[src/rtl/sdiv_pkg.sv]
package sdiv_pkg;
  localparam int OFF_DIVISOR = 'h00;
  localparam int OFF_DVD32   = 'h04;
  localparam int OFF_REM     = 'h10;
  localparam int OFF_QUO     = 'h14;
  localparam int OFF_REM_M   = 'h18;
  localparam int OFF_QUO_M   = 'h1C;
  localparam int OFF_STATUS  = 'h20;

  typedef struct packed {
    logic load;    // capture operands, start iterating
    logic step;    // one quotient bit
    logic finish;  // sign-fix and write back
  } divCtrl_t;
endpackage

[src/rtl/sdiv_ctrl.sv]
module sdiv_ctrl import sdiv_pkg::*; #(
  parameter int W = 32
) (
  input  logic     clk,
  input  logic     rstN,
  input  logic     startReq,
  input  logic     startIs64,
  input  logic     divZero,
  output divCtrl_t ctrl,
  output logic     busy
);
  localparam int CNT_W = $clog2(2 * W + 1);
  localparam logic [CNT_W-1:0] LAST32 = CNT_W'(W - 1);
  localparam logic [CNT_W-1:0] LAST64 = CNT_W'(2 * W - 1);

  typedef enum logic [1:0] {ST_IDLE, ST_RUN, ST_FIN} state_t;
  state_t state;
  logic [CNT_W-1:0] stepCnt;

  always_ff @(posedge clk) begin
    if (!rstN) begin
      state   <= ST_IDLE;
      stepCnt <= '0;
    end else begin
      case (state)
        ST_IDLE: if (startReq) begin
          state   <= divZero ? ST_FIN : ST_RUN;
          stepCnt <= startIs64 ? LAST64 : LAST32;
        end
        ST_RUN: begin
          if (stepCnt == '0) state <= ST_FIN;
          else stepCnt <= stepCnt - 1'b1;
        end
        default: state <= ST_IDLE;
      endcase
    end
  end

  always_comb begin
    ctrl.load   = (state == ST_IDLE) && startReq;
    ctrl.step   = (state == ST_RUN);
    ctrl.finish = (state == ST_FIN);
  end

  assign busy = (state != ST_IDLE);
endmodule

[src/rtl/sdiv_dp.sv]
module sdiv_dp import sdiv_pkg::*; #(
  parameter int W      = 32,
  parameter int ADDR_W = 6
) (
  input  logic              clk,
  input  logic              rstN,
  input  logic              busWr,
  input  logic [ADDR_W-1:0] busAddr,
  input  logic [W-1:0]      busWdata,
  input  logic [ADDR_W-1:0] rdAddr,
  input  logic              busy,
  input  divCtrl_t          ctrl,
  output logic [W-1:0]      rdData,
  output logic              startReq,
  output logic              startIs64,
  output logic              divZero,
  output logic [W-1:0]      divisorR,
  output logic [W-1:0]      remR,
  output logic [W-1:0]      quoR,
  output logic [W-1:0]      remM,
  output logic [W-1:0]      quoM
);
  localparam int DW = 2 * W;
  localparam logic [W-1:0] SAT_POS = {1'b0, {(W-1){1'b1}}};
  localparam logic [W-1:0] SAT_NEG = {1'b1, {(W-1){1'b0}}};

  logic [W-1:0]  dvdLoR;
  logic [W-1:0]  acc;
  logic [DW-1:0] qsh;
  logic [W-1:0]  dsrMag;
  logic          qNeg, rNeg, is64, zeroHeld;

  logic wrOk;
  assign wrOk      = busWr && !busy;
  assign startIs64 = (busAddr == ADDR_W'(OFF_QUO));
  assign startReq  = wrOk && (startIs64 || busAddr == ADDR_W'(OFF_DVD32));
  assign divZero   = (divisorR == '0);

  // operand preparation at load
  logic [DW-1:0] dvdFull, dvdMag;
  logic          dvdNeg;
  assign dvdFull = startIs64 ? {remR, busWdata} : {{W{busWdata[W-1]}}, busWdata};
  assign dvdNeg  = dvdFull[DW-1];
  assign dvdMag  = dvdNeg ? -dvdFull : dvdFull;

  // one shift-subtract step
  logic [W:0]   accShift;
  logic [W+1:0] diff;
  logic         qBit;
  assign accShift = {acc, qsh[DW-1]};
  assign diff     = {1'b0, accShift} - {2'b00, dsrMag};
  assign qBit     = !diff[W+1];

  // sign fix-up and saturation at finish
  logic [DW-1:0] qSigned;
  logic [W-1:0]  remSigned, quoFinal;
  logic          ovf;
  assign qSigned   = qNeg ? -qsh : qsh;
  assign remSigned = rNeg ? -acc : acc;
  assign ovf       = is64 && !(&qSigned[DW-1:W-1] || !(|qSigned[DW-1:W-1]));
  assign quoFinal  = ovf ? (qNeg ? SAT_NEG : SAT_POS) : qSigned[W-1:0];

  always_ff @(posedge clk) begin
    if (!rstN) begin
      divisorR <= '0; dvdLoR <= '0; remR <= '0; quoR <= '0;
      remM <= '0; quoM <= '0; acc <= '0; qsh <= '0; dsrMag <= '0;
      qNeg <= 1'b0; rNeg <= 1'b0; is64 <= 1'b0; zeroHeld <= 1'b0;
    end else begin
      if (wrOk) begin
        if (busAddr == ADDR_W'(OFF_DIVISOR)) divisorR <= busWdata;
        if (busAddr == ADDR_W'(OFF_DVD32))   dvdLoR   <= busWdata;
        if (busAddr == ADDR_W'(OFF_REM))     remR     <= busWdata;
        if (busAddr == ADDR_W'(OFF_QUO))     quoR     <= busWdata;
      end
      if (ctrl.load) begin
        is64     <= startIs64;
        zeroHeld <= divZero;
        acc      <= '0;
        qsh      <= startIs64 ? dvdMag : {dvdMag[W-1:0], {W{1'b0}}};
        dsrMag   <= divisorR[W-1] ? -divisorR : divisorR;
        qNeg     <= dvdNeg ^ divisorR[W-1];
        rNeg     <= dvdNeg;
      end
      if (ctrl.step) begin
        acc <= qBit ? diff[W-1:0] : accShift[W-1:0];
        qsh <= {qsh[DW-2:0], qBit};
      end
      if (ctrl.finish) begin
        if (zeroHeld) begin
          remR <= '0; remM <= '0; quoR <= '0; quoM <= '0;
        end else begin
          remR <= remSigned; remM <= remSigned;
          quoR <= quoFinal;  quoM <= quoFinal;
          if (!is64) dvdLoR <= quoFinal;
        end
      end
    end
  end

  always_comb begin
    case (rdAddr)
      ADDR_W'(OFF_DIVISOR): rdData = divisorR;
      ADDR_W'(OFF_DVD32):   rdData = dvdLoR;
      ADDR_W'(OFF_REM):     rdData = remR;
      ADDR_W'(OFF_QUO):     rdData = quoR;
      ADDR_W'(OFF_REM_M):   rdData = remM;
      ADDR_W'(OFF_QUO_M):   rdData = quoM;
      ADDR_W'(OFF_STATUS):  rdData = {{(W-1){1'b0}}, busy};
      default:              rdData = '0;
    endcase
  end
endmodule

[src/rtl/sdiv_unit.sv]
module sdiv_unit import sdiv_pkg::*; #(
  parameter int W      = 32,
  parameter int ADDR_W = 6
) (
  input  logic              clk,
  input  logic              rstN,
  input  logic              busWr,
  input  logic [ADDR_W-1:0] busAddr,
  input  logic [W-1:0]      busWdata,
  input  logic [ADDR_W-1:0] rdAddr,
  output logic [W-1:0]      rdData,
  output logic              busy
);
  divCtrl_t ctrl;
  logic startReq, startIs64, divZero, finishStb;
  logic [W-1:0] divisorR, remR, quoR, remM, quoM;

  assign finishStb = ctrl.finish;

  sdiv_ctrl #(.W(W)) uCtrl (
    .clk(clk), .rstN(rstN), .startReq(startReq), .startIs64(startIs64),
    .divZero(divZero), .ctrl(ctrl), .busy(busy)
  );

  sdiv_dp #(.W(W), .ADDR_W(ADDR_W)) uDp (
    .clk(clk), .rstN(rstN), .busWr(busWr), .busAddr(busAddr),
    .busWdata(busWdata), .rdAddr(rdAddr), .busy(busy), .ctrl(ctrl),
    .rdData(rdData), .startReq(startReq), .startIs64(startIs64),
    .divZero(divZero), .divisorR(divisorR), .remR(remR), .quoR(quoR),
    .remM(remM), .quoM(quoM)
  );
endmodule

[config.mk]
export PLATFORM = sky130hd
export DESIGN_NAME = sdiv_unit
export DESIGN_NICKNAME = d
export VERILOG_FILES = /design/src/rtl/sdiv_pkg.sv /design/src/rtl/sdiv_ctrl.sv /design/src/rtl/sdiv_dp.sv /design/src/rtl/sdiv_unit.sv
export SDC_FILE = /design/constraint.sdc
export NUM_CORES = 1
export LEC_CHECK = 0
export BUFFER_PORTS_ARGS = -buffer_cell sky130_fd_sc_hd__buf_4
export CELL_PAD_IN_SITES_DETAIL_PLACEMENT = 0
export CELL_PAD_IN_SITES_GLOBAL_PLACEMENT = 1
export CORE_MARGIN = 4
export CORE_UTILIZATION = 47
export CTS_CLUSTER_SIZE = 16
export DETAILED_ROUTE_END_ITERATION = 8
export GPL_TIMING_DRIVEN = 0
export PLACE_DENSITY_LB_ADDON = 0.1
export SLEW_MARGIN = 20
export SYNTH_ARGS = -nofsm -noshare
export SYNTH_HDL_FRONTEND = slang
export SYNTH_SLANG_ARGS = --single-unit
[constraint.sdc]
create_clock -name clk -period 5.53 [get_ports clk]
set_input_delay 1.106 -clock clk [delete_from_list [all_inputs] [get_ports clk]]
set_output_delay 1.106 -clock clk [all_outputs]
set_load 0.01 [all_outputs]
==> results.toml <==
[floorplanning]
die_x_um = 219
rows = 76
die-height_um = 219
core_area_um2 = 43600
start_util_pct = 48.0
ioPinCount = 80
die_area_um2 = 47900

[detailed_routing]
num_vias = 22900
ant_nets = 0
first_pass_iters = 6
wl_per_cell_um = 27.0
drtIter0Drc = 2457
viasPerCell = 6.49
drcViolationCount = 0
wirelength_um = 95200

[global_route]
grt.total_usage_pct = 38.1
grt_pass1_vias = 22100
grt_pass1_wl_um = 137000
grt_max_degree = 13
grt_antenna_before_repair = 2
gr-max-usage-layer = "met2"
met2_usage_pct = 64.7
grt_use_met1_pct = 42.9
grt_util_met3_pct = 7.78
grt_remaining_overflow = 0

[synthesis]
synth_cell_type_count = 82
synth.avg_cell_area_um2 = 7.49
yosysSeqAreaShare_pct = 31.9
ys_async_sr_fraction_pct = 0
syn_area_um2 = 20900
synth_nets = 2878
synth-seq-cells = 333
yosys_warnings = 0
synth-main-ff-cell = "dfxtp_1"
synth-edff-count = 0
syn_inst = 2792

[clock_network]
clkLatencyLatePin_ns = 0.55
clockBufferDepth = 3
clk_pin_slew_ns = 0.06
cts_tree = "built"
htree_levels = 2
cts_made_buffers = 38
cts_sinks = 333
cts-root-buf = "clkbuf_16"

[worst_setup_path]
setup.worst_path.start_class = "flop"
crit_type = "reg2reg"
cp_max_fo = 10
critPathCaptureType = "flop"
crit_arrival_ns = 5.92
required_ns = 5.94

[final_layout]
regArea_um2 = 6670
multiInputGateArea_um2 = 13100
drive_above_1_share_pct = 6.91
final_common_cell = "nand2_1"
finish.utilization_pct = 54.1
fillers = 4326
syn_to_final_growth_pct = 12.8
nNetsFinal = 2996
final_cell_mix = "338 x nand2_1, 333 x dfxtp_1, 266 x nor2_1"

[sta]
worst_slew_pin_slew_ns = 1.21
min_period_over_period_pct = 99.7
fmax_mhz = 181
maxSlewHeadroom_pct = 19.5
worst_slack_ns = 0.0175
fin_setup_tns_ns = 0
drv_slew = 0
period_minus_slack_ns = 5.51
rsz0062_at_grt = "no"
hold_viol = 0
fin_skew_ns = 0.0248
hold_slack_ns = 0.457
setup_viol = 0

[placed_design]
dp_slack_ns = -0.206
hpwl_um = 75900
gp_congestion = 1.06
numPortBuffers = 74

[power]
power_leakage_nw = 8.72
ir_drop_mv = 0.263
power_density_nw_per_um2 = 245

[run_status]
status = "complete, no violations"

[flow_run]
maxCapViolCount = 0

[worst_hold_path]
hold_class = "reg2reg"
==> state kept, by name, indices dropped and copies added (netlist names) <==
signal	flops
uDp.quoM	32
uDp.is64	1
uDp.remM	32
uDp.dsrMag	32
uDp.dvdLoR	32
uDp.remR	32
uCtrl.stepCnt	7
uDp.quoR	32
uDp.qsh	64
uDp.rNeg	1
uDp.qNeg	1
uDp.zeroHeld	1
uDp.acc	32
uCtrl.state	2
uDp.divisorR	32
==> path summary, 6_finish.rpt <==
kind,startpoint,slack (ns),cells after the start,end
worst max-delay path,uDp.qsh[24],0.02,15,uDp.quoR[27]
worst min-delay path,uDp.remM[5],0.46,2,uDp.remM[5]
worst min register to register,uDp.remM[5],0.46,2,uDp.remM[5]
worst max register to register,uDp.qsh[24],0.02,15,uDp.quoR[27]
==> per-layer routing <==
layer	vias to the layer above	wire (um)
met5	-	21
met4	4	7780
met3	375	8360
met2	1246	44200
met1	10800	34800
li1	10400	-
==> through the flow <==
| stage | std cells | total power [W] | instance area, um^2 |
|---|---|---|---|
| 2_1_floorplan | 2792 | 0.00291 | 20900 |
| 3_3_place_gp | 3451 | 0.00318 | 22200 |
| 3_5_place_dp | 3453 | 0.00319 | 22200 |
| 4_1_cts | 3519 | 0.00575 | 23500 |
| 5_1_grt | 3521 | 0.00591 | 23600 |
| 6_report | 3522 | 0.00578 | 23600 |
==> final cells by class <==
class                      instances  area share [%]
clock inverter                     9           0.414
tap                              585            3.11
buffer                           234            3.83
multi-input combinational       2142            55.6
clock buffer                      57            4.95
timing repair buffer              78            2.47
sequential                       333            28.3
antenna                            1          0.0106
inverter                          83            1.32
==> worst max-delay path, cell delays in order (launching register included) <==
cell       delay, ns
dfxtp_1         0.37
or4_1           0.65
or4b_1          0.58
buf_2           0.22
buf_6           0.17
nor2_2          0.30
a31oi_1         0.19
a2111oi_1       0.72
nand4b_1        0.16
or3_1           0.37
a2111o_1        0.57
nand4_1         0.31
and2_1          0.18
buf_2           0.23
buf_4           0.24
a31oi_1         0.10
==> cells in the mapped netlist, types with 6 or more instances <==
library cell / instances / area share [%]
a211oi_1: 98 / 3.5
a21o_1: 13 / 0.47
a21oi_1: 225 / 5.4
a22oi_1: 96 / 3.4
a311oi_1: 7 / 0.29
a31oi_1: 83 / 2.5
a41oi_1: 10 / 0.42
and3_1: 16 / 0.48
buf_1: 21 / 0.38
buf_2: 8 / 0.19
clkbuf_1: 203 / 3.6
dfxtp_1: 333 / 32
ha_1: 38 / 2.3
inv_1: 82 / 1.5
mux2_2: 10 / 0.54
mux2i_1: 19 / 0.91
nand2_1: 338 / 6.1
nand2b_1: 19 / 0.57
nand3_1: 77 / 1.8
nand3b_1: 25 / 0.90
nand4_1: 19 / 0.57
nand4b_1: 6 / 0.25
nor2_1: 268 / 4.8
nor2b_1: 10 / 0.30
nor3_1: 48 / 1.1
nor4_1: 30 / 0.90
nor4_2: 7 / 0.42
o211ai_1: 9 / 0.32
o21ai_0: 193 / 4.6
o21bai_1: 8 / 0.29
o221ai_1: 27 / 1.1
o22a_1: 30 / 1.3
o22ai_1: 6 / 0.18
o31a_1: 7 / 0.29
o31ai_1: 32 / 1.1
o41ai_1: 20 / 0.84
or3_1: 29 / 0.87
or4_1: 30 / 1.1
xnor2_1: 107 / 4.5
xor2_1: 88 / 3.7
==> power breakdown <==
part	internal, W	switching [W]
sequential	0.00242	0.0000217
combinational	0.000226	0.000501
clock	0.00155	0.00107
total	0.00419	0.00159
==> cells by family (layout without fill, tap and decap cells) <==
kind of cell	after synthesis	count (layout)	synth area share, %
AO/OA/AOI/OAI	923	923	28.8
XOR/XNOR	195	195	8.17
adder cells (fa/ha/maj)	39	39	2.37
buffers and inverters	317	461	5.80
flip-flops	333	333	31.9
multiplexers	29	29	1.45
other	0	1	0
AND/OR/NAND/NOR	956	956	21.6
==> repair_timing <==
item,4_1_cts,5_1_grt
buffers inserted,0,2
hold buffers,0,0
endpoints found under the hold margin,0,0
endpoints found under the setup margin,59,57
pin swaps,0,1
gates resized for setup,5,8
Power figures use the tool's default switching activity.
